File: src/rtl/pd_pkg.sv
package pd_pkg;

  localparam int unsigned PD_STATE_W = 2;

  typedef enum logic [PD_STATE_W-1:0] {
    PD_IDLE  = 2'd0,
    PD_SAW0  = 2'd1,
    PD_SAW01 = 2'd2,
    PD_HIT   = 2'd3
  } pd_state_e;

  // Next state of the 0-1-0 recogniser for one accepted bit.
  function automatic pd_state_e pd_advance(input pd_state_e cur, input logic bit_in);
    pd_state_e nxt;
    unique case (cur)
      PD_IDLE:  nxt = bit_in ? PD_IDLE  : PD_SAW0;
      PD_SAW0:  nxt = bit_in ? PD_SAW01 : PD_SAW0;
      PD_SAW01: nxt = bit_in ? PD_IDLE  : PD_HIT;
      PD_HIT:   nxt = bit_in ? PD_SAW01 : PD_SAW0;
      default:  nxt = PD_IDLE;
    endcase
    return nxt;
  endfunction

  // Moore output decode.
  function automatic logic pd_flag(input pd_state_e st);
    return (st == PD_HIT);
  endfunction

endpackage

File: src/rtl/pd_next.sv
module pd_next
  import pd_pkg::*;
(
  input  pd_state_e cur_st,
  input  logic      bit_in,
  output pd_state_e nxt_st,
  output logic      nxt_flag
);

  always_comb begin
    nxt_st   = pd_advance(cur_st, bit_in);
    nxt_flag = pd_flag(nxt_st);
  end

endmodule

File: src/rtl/pd_state_reg.sv
module pd_state_reg
  import pd_pkg::*;
(
  input  logic      clk,
  input  logic      rst,
  input  logic      step,
  input  pd_state_e nxt_st,
  output pd_state_e cur_st
);

  always_ff @(posedge clk) begin
    if (rst)       cur_st <= PD_IDLE;
    else if (step) cur_st <= nxt_st;
  end

  // reset wins regardless of enable
  a_r1_reset_idle: assert property (@(posedge clk) rst |=> (cur_st == PD_IDLE));

  // no step, no state change
  a_r7_hold_state: assert property (@(posedge clk) disable iff (rst)
    !step |=> $stable(cur_st));

endmodule

File: src/rtl/pd_out_reg.sv
module pd_out_reg (
  input  logic clk,
  input  logic rst,
  input  logic step,
  input  logic nxt_flag,
  output logic flag_q
);

  always_ff @(posedge clk) begin
    if (rst)       flag_q <= 1'b0;
    else if (step) flag_q <= nxt_flag;
  end

  // flag cleared by reset
  a_r1_flag_clear: assert property (@(posedge clk) rst |=> !flag_q);

  // an enabled step always drops a raised flag
  a_r6_one_step: assert property (@(posedge clk) disable iff (rst)
    (step && flag_q) |=> !flag_q);

endmodule

File: src/rtl/pd_serial_det.sv
module pd_serial_det
  import pd_pkg::*;
(
  input  logic clk,
  input  logic rst,
  input  logic en,
  input  logic x_in,
  output logic z_out
);

  pd_state_e cur_st;
  pd_state_e nxt_st;
  logic      nxt_flag;
  logic      step;

  // Named event: an edge that actually advances the machine.
  assign step = en & ~rst;

  pd_next u_next (
    .cur_st  (cur_st),
    .bit_in  (x_in),
    .nxt_st  (nxt_st),
    .nxt_flag(nxt_flag)
  );

  pd_state_reg u_state (
    .clk   (clk),
    .rst   (rst),
    .step  (en),
    .nxt_st(nxt_st),
    .cur_st(cur_st)
  );

  pd_out_reg u_out (
    .clk     (clk),
    .rst     (rst),
    .step    (en),
    .nxt_flag(nxt_flag),
    .flag_q  (z_out)
  );

  // completing 0 after 0,1 raises the flag next cycle
  a_r3_complete: assert property (@(posedge clk) disable iff (rst)
    (step && cur_st == PD_SAW01 && !x_in) |=> z_out);

  // a 1 right after a match keeps the "01" partial match
  a_r4_overlap: assert property (@(posedge clk) disable iff (rst)
    (step && cur_st == PD_HIT && x_in) |=> (cur_st == PD_SAW01));

  // flag register and state register agree (Moore output)
  a_r6_moore: assert property (@(posedge clk) disable iff (rst)
    z_out == (cur_st == PD_HIT));

  // flag held on edges without a step
  a_r7_hold_flag: assert property (@(posedge clk) disable iff (rst)
    !step |=> $stable(z_out));

endmodule

File: config.mk
export PLATFORM = sky130hd
export DESIGN_NAME = pd_serial_det
export DESIGN_NICKNAME = d
export VERILOG_FILES = /design/src/rtl/pd_pkg.sv /design/src/rtl/pd_next.sv /design/src/rtl/pd_state_reg.sv /design/src/rtl/pd_out_reg.sv /design/src/rtl/pd_serial_det.sv
export SDC_FILE = /design/constraint.sdc
export NUM_CORES = 1
export LEC_CHECK = 0
export BUFFER_PORTS_ARGS = -buffer_cell sky130_fd_sc_hd__buf_2
export CAP_MARGIN = 20
export CORE_AREA = 2 2 39 41
export CTS_BUF_LIST = sky130_fd_sc_hd__clkbuf_4
export DETAILED_ROUTE_END_ITERATION = 6
export DIE_AREA = 0 0 41 43
export PLACE_DENSITY = 0.34
export SLEW_MARGIN = 20
export SYNTH_ARGS = -nofsm -noshare
export SYNTH_HDL_FRONTEND = slang
export SYNTH_SLANG_ARGS = --single-unit
File: constraint.sdc
create_clock -name clk -period 0.8 [get_ports clk]
set_input_delay 0.12 -clock clk [delete_from_list [all_inputs] [get_ports clk]]
set_output_delay 0.12 -clock clk [all_outputs]
set_load 0.01 [all_outputs]
==> impl_metrics.env, run 1 <==
export IMPL_status="completed"
export IMPL_worstPathRequired_ns=0.68
export IMPL_critPathCaptureType="output port"
export IMPL_switching_power_uw=90.50
export IMPL_antennaDiodeCount=0
export IMPL_synth_seq_cells=3
export IMPL_synth_area_per_cell_sq_um=9.905
export IMPL_cts_sinks=3
export IMPL_clk_pin_slew_ns=0.04
export IMPL_numPortBuffers=4
export IMPL_hp_start="rst"
export IMPL_ios=5
export IMPL_grt_pass1_vias=120
export IMPL_yosys_warnings=0
export IMPL_cts_hold_buf=0
export IMPL_postSynth_asyncResetShare_pct=0
export IMPL_slew_headroom_pct=88.84
export IMPL_combPwrFrac_pct=5.3
export IMPL_crit_path_cell_trace="buf_6"
export IMPL_p_int_uw=389.9
export IMPL_clock_root_buffer="clkbuf_4"
export IMPL_synth_cell_types=10
export IMPL_multiInputGateArea_sq_um=58.81
export IMPL_drv_slew=0
export IMPL_skew_ns=0.001450
export IMPL_startpoint="u_out.flag_q"
export IMPL_dieArea_sq_um=1763
export IMPL_synth_area_leaders="dfxtp_1, nand4bb_1, o2bb2ai_1"
export IMPL_reg2reg_from="u_state.cur_st[0]"
export IMPL_hold_violations=0
export IMPL_irDropWorstVdd_mv=0.8522
export IMPL_post_cts_buffers=0
export IMPL_cap_violations=0
export IMPL_fillers=154
export IMPL_vias=118
export IMPL_drt_iter0_drc=7
export IMPL_regArea_sq_um=61.31
export IMPL_syn2layout_area_growth_pct=65.26
export IMPL_clock_fmax_mhz=1291
export IMPL_crit_buf_inv=1
export IMPL_routedWlPerCell_um=7.028
export IMPL_drc_errors=0
export IMPL_netlist_instances=12
export IMPL_die_y_um=43
export IMPL_h_tree_depth=1
export IMPL_power_frac_seq_pct=33.3
export IMPL_routed_via_density=3.278
export IMPL_rsz0062_at_grt="no"
export IMPL_synth_edf_count=0
export IMPL_ys_flop_type="dfxtp_1"
export IMPL_gp_congestion=0.5312
export IMPL_syn_nets=16
export IMPL_setup_viol=0
export IMPL_track_usage_pct=4.714
export IMPL_cts_made_buffers=3
export IMPL_dr_pass1_iters=4
export IMPL_cts_tree="yes"
export IMPL_leakage_nw=0.07298
export IMPL_power_frac_clock_pct=61.4
export IMPL_synth_most_common_cell="dfxtp_1"
export IMPL_yosysTopAreaCell="dfxtp_1"
export IMPL_ant_nets=0
export IMPL_cp_max_fo=2
export IMPL_finalNetCount=25
export IMPL_path_class="reg2out"
export IMPL_overflow=0
export IMPL_row_count=14
export IMPL_cp_start_kind="flop"
export IMPL_worstMarginPinSlew_ns=0.1664
export IMPL_synth_area_sq_um=118.9
export IMPL_p_total_uw=480.4
export IMPL_place_area_sq_um=158.9
export IMPL_drt_wl_total_um=253
export IMPL_grt_max_degree=7
export IMPL_cp_slowest_cell="dfxtp_2"
export IMPL_seq_area_frac_synth_pct=50.53
export IMPL_reg2reg_slack_ns=0.10
export IMPL_critPathTopFamily="flip-flops"
export IMPL_clk_latency_ns=0.23
export IMPL_initial_utilization_pct=8.590
export IMPL_max_stage_delay_ns=0.31
export IMPL_worstPathArrival_ns=0.65
export IMPL_power_switching_share_pct=18.84
export IMPL_finalSetupTns_ns=0
export IMPL_die_w_um=41
export IMPL_fin_crit_ns=0.7746
export IMPL_yosysTopAreaCellShare_pct=50.53
export IMPL_cts_buffer_depth=2
export IMPL_final_area_sq_um=196.4
export IMPL_period_share_pct=96.83
export IMPL_grt_pass1_wl_um=469
export IMPL_core_area_sq_um=1384
export IMPL_hold_path_class="in2reg"
export IMPL_antenna_found_initial=0
export IMPL_drive_above_1_share_pct=45.00
export IMPL_p_per_area_nw_per_um2=2445
## layout by cell type (no fill, tap or decap)
cell       Yosys  final
a21oi_1        1      1
dfxtp_2        0      1
clkbuf_4       0      4
nand4bb_1      1      1
buf_2          0      3
dfxtp_1        3      2
a211oi_1       1      1
buf_6          0      1
o2bb2ai_1      1      1
nand2b_1       1      1
o21ai_0        1      1
nor2_1         1      1
nor2b_1        1      1
nand3_1        1      1
## per-stage QoR
step | hold WS (ns) | setup slack (ns) | cells | util [%]
6_report | 0.08811 | 0.02536 | 36 | 14.20
4_1_cts | 0.07850 | 0.0008207 | 36 | 13.74
3_5_place_dp | 0.3358 | 0.1143 | 32 | 11.48
5_1_grt | 0.09144 | 0.0001057 | 36 | 14.20
3_3_place_gp | 0.3263 | 0.1173 | 32 | 11.48
2_1_floorplan | 0.1891 | 0.1472 | 12 | -
## layout make-up
type / instances / area share, %
multi-input combinational: 9 / 29.94
sequential: 3 / 31.21
clock buffer: 4 / 15.29
timing repair buffer: 4 / 13.38
tap: 16 / 10.19
## state kept, by name, summed over array words and instances (netlist names)
name            cells
u_state.cur_st      2
u_out.flag_q        1
## path summary, 6_finish.rpt
| check | to | cells after the start |
|---|---|---|
| hold reg to reg | u_out.flag_q | 2 |
| hold / removal | u_out.flag_q | 2 |
| setup / recovery | z_out | 1 |
| setup reg to reg | u_out.flag_q | 2 |
## power by group through the flow
stage | Clock [mW] | Sequential [mW] | Combinational [mW]
global placement | 0 | 0.161 | 0.0245
finish | 0.295 | 0.160 | 0.0255
floorplan | 0 | 0.161 | 0.0105
global route | 0.331 | 0.160 | 0.0297
detailed placement | 0 | 0.162 | 0.0253
CTS | 0.311 | 0.160 | 0.0253
## layer usage
layer	vias up	GRT usage, %	wire, um
met5	-	0	0
met4	0	2.000	0
met3	0	7.853	45
met2	7	4.375	81
met1	50	4.808	126
li1	61	-	-
## what timing repair did
action	CTS	global route
resized for setup	1	1
endpoints found under the hold margin	0	0
setup endpoints to repair	1	1
## cells by family after synthesis
family / after synthesis / synth area share, %
AND/OR/NAND/NOR: 5 / 27.37
AO/OA/AOI/OAI: 4 / 22.10
flip-flops: 3 / 50.53
No activity file was read; power rests on OpenSTA's default activity.
==> run 2: changes to the inputs <==
clock period = 0.9 ns   (was 0.8 ns; I/O delays follow)
==> run 2 against run 1 <==
Effect of this change:
- die area did not move
- clock skew rose by 0.0015 ns
- clock-buffer cell count did not move
- worst hold slack improved by 0.029 ns
- sequential share of layout area rose by 0.58 points
- non-clock buffer count did not move
- sequential power fell by 11%
- flip-flop and latch count did not move
- first-iteration DRC count fell by 43%
- routed wire length rose by 2.4%
==> impl_metrics.env, run 2 (synthesis results as in run 1) <==
export IMPL_reg2regPathDepth=2
export IMPL_setup_viol=0
export IMPL_antenna_found_initial=0
export IMPL_die_y_um=43
export IMPL_worstMarginPinSlew_ns=0.2068
export IMPL_antennaDiodeCount=0
export IMPL_cp_slowest_cell="dfxtp_1"
export IMPL_critPathTopFamily="flip-flops"
export IMPL_cts_made_buffers=3
export IMPL_post_cts_buffers=0
export IMPL_overflow=0
export IMPL_path_depth=1
export IMPL_grt_pass1_vias=114
export IMPL_h_tree_depth=1
export IMPL_routed_via_density=3.167
export IMPL_drt_wl_total_um=259
export IMPL_skew_ns=0.002926
export IMPL_clock_fmax_mhz=1235
export IMPL_track_usage_pct=5.110
export IMPL_ios=5
export IMPL_post_route_util_pct=13.65
export IMPL_clock_root_buffer="clkbuf_4"
export IMPL_max_stage_delay_ns=0.32
export IMPL_vias=114
export IMPL_numPortBuffers=4
export IMPL_regMostFlops="u_state.cur_st"
export IMPL_grt_max_degree=7
export IMPL_syn2layout_area_growth_pct=58.95
export IMPL_hold_path_class="in2reg"
export IMPL_largest_registers="u_state.cur_st x2, u_out.flag_q x1"
export IMPL_largest_reg_flops=2
export IMPL_drt_iter0_drc=4
export IMPL_status="completed"
export IMPL_hold_path_depth=2
export IMPL_crit_path_cell_trace="buf_2"
export IMPL_cp_start_kind="flop"
export IMPL_fin_crit_ns=0.8094
export IMPL_finalNetCount=25
export IMPL_irDropWorstVdd_mv=0.7929
export IMPL_drive_above_1_share_pct=40.00
export IMPL_layout_common_cells="clkbuf_4, buf_2, dfxtp_1"
export IMPL_hold_violations=0
export IMPL_drc_errors=0
export IMPL_cts_buffer_depth=2
export IMPL_routedWlPerCell_um=7.194
export IMPL_cts_sinks=3
export IMPL_cap_violations=0
export IMPL_die_w_um=41
export IMPL_dr_pass1_iters=2
export IMPL_worstPathArrival_ns=0.67
export IMPL_p_per_area_nw_per_um2=2250
export IMPL_rsz0062_at_grt="no"
export IMPL_drv_slew=0
export IMPL_cp_max_fo=2
export IMPL_dieArea_sq_um=1763
export IMPL_crit_buf_inv=1
export IMPL_gp_congestion=0.5294
export IMPL_period_share_pct=89.93
export IMPL_path_class="reg2out"
export IMPL_cts_hold_buf=0
export IMPL_postCtsResizedCells=0
export IMPL_finalSetupTns_ns=0
export IMPL_core_area_sq_um=1384
export IMPL_critPathCaptureType="output port"
export IMPL_initial_utilization_pct=8.590
export IMPL_worstPathRequired_ns=0.76
export IMPL_grt_pass1_wl_um=483
export IMPL_cts_tree="yes"
export IMPL_clk_pin_slew_ns=0.04
export IMPL_slew_headroom_pct=86.13
export IMPL_row_count=14
export IMPL_ant_nets=0
export IMPL_clk_latency_ns=0.23
export IMPL_leakage_nw=0.07190
==> run 2: per-stage QoR <==
| stage | total power, mW | instance area (sq um) | std cells | hold slack [ns] | setup WS [ns] |
|---|---|---|---|---|---|
| global route | 0.4592 | 188.9 | 36 | 0.1132 | 0.04960 |
| detailed placement | 0.1668 | 158.9 | 32 | 0.3563 | 0.2027 |
| floorplan | 0.1525 | 118.9 | 12 | 0.2041 | 0.2472 |
| finish | 0.4252 | 188.9 | 36 | 0.1171 | 0.09059 |
| global placement | 0.1650 | 158.9 | 32 | 0.3403 | 0.2192 |
| CTS | 0.4408 | 188.9 | 36 | 0.1059 | 0.06715 |
==> run 2: final timing paths <==
path,slack [ns],from,end
worst max-delay path,0.09,u_out.flag_q,z_out
worst min-delay path,0.12,rst,u_out.flag_q
worst max register to register,0.20,u_state.cur_st[0],u_out.flag_q
worst min register to register,0.47,u_out.flag_q,u_out.flag_q
==> run 2: power breakdown <==
group	leakage (nW)	internal [mW]	total, mW	switching (mW)
registers	0.0245	0.139	0.142	0.00330
logic	0.0290	0.0117	0.0231	0.0114
clock network	0.0184	0.196	0.260	0.0644
==> run 2: area by class of cell <==
| cell class | instances | area, sq um |
|---|---|---|
| Fill cell | 152 | 1195 |
| Clock buffer | 4 | 30.03 |
| Sequential cell | 3 | 60.06 |
| Multi-Input combinational cell | 9 | 58.81 |
| Timing Repair Buffer | 4 | 20.02 |
| Tap cell | 16 | 20.02 |
==> run 2: worst register-to-register path, stage by stage, from the launching register on <==
cell and delay (ns):
dfxtp_1 0.32, nand4bb_1 0.17, a21oi_1 0.15
==> run 2: layer usage <==
layer	up-vias	routed length (um)	global-route usage (%)
li1	61	-	-
met1	46	156	6.390
met2	7	65	3.125
met3	0	37	7.853
met4	0	0	4.000
met5	-	0	0
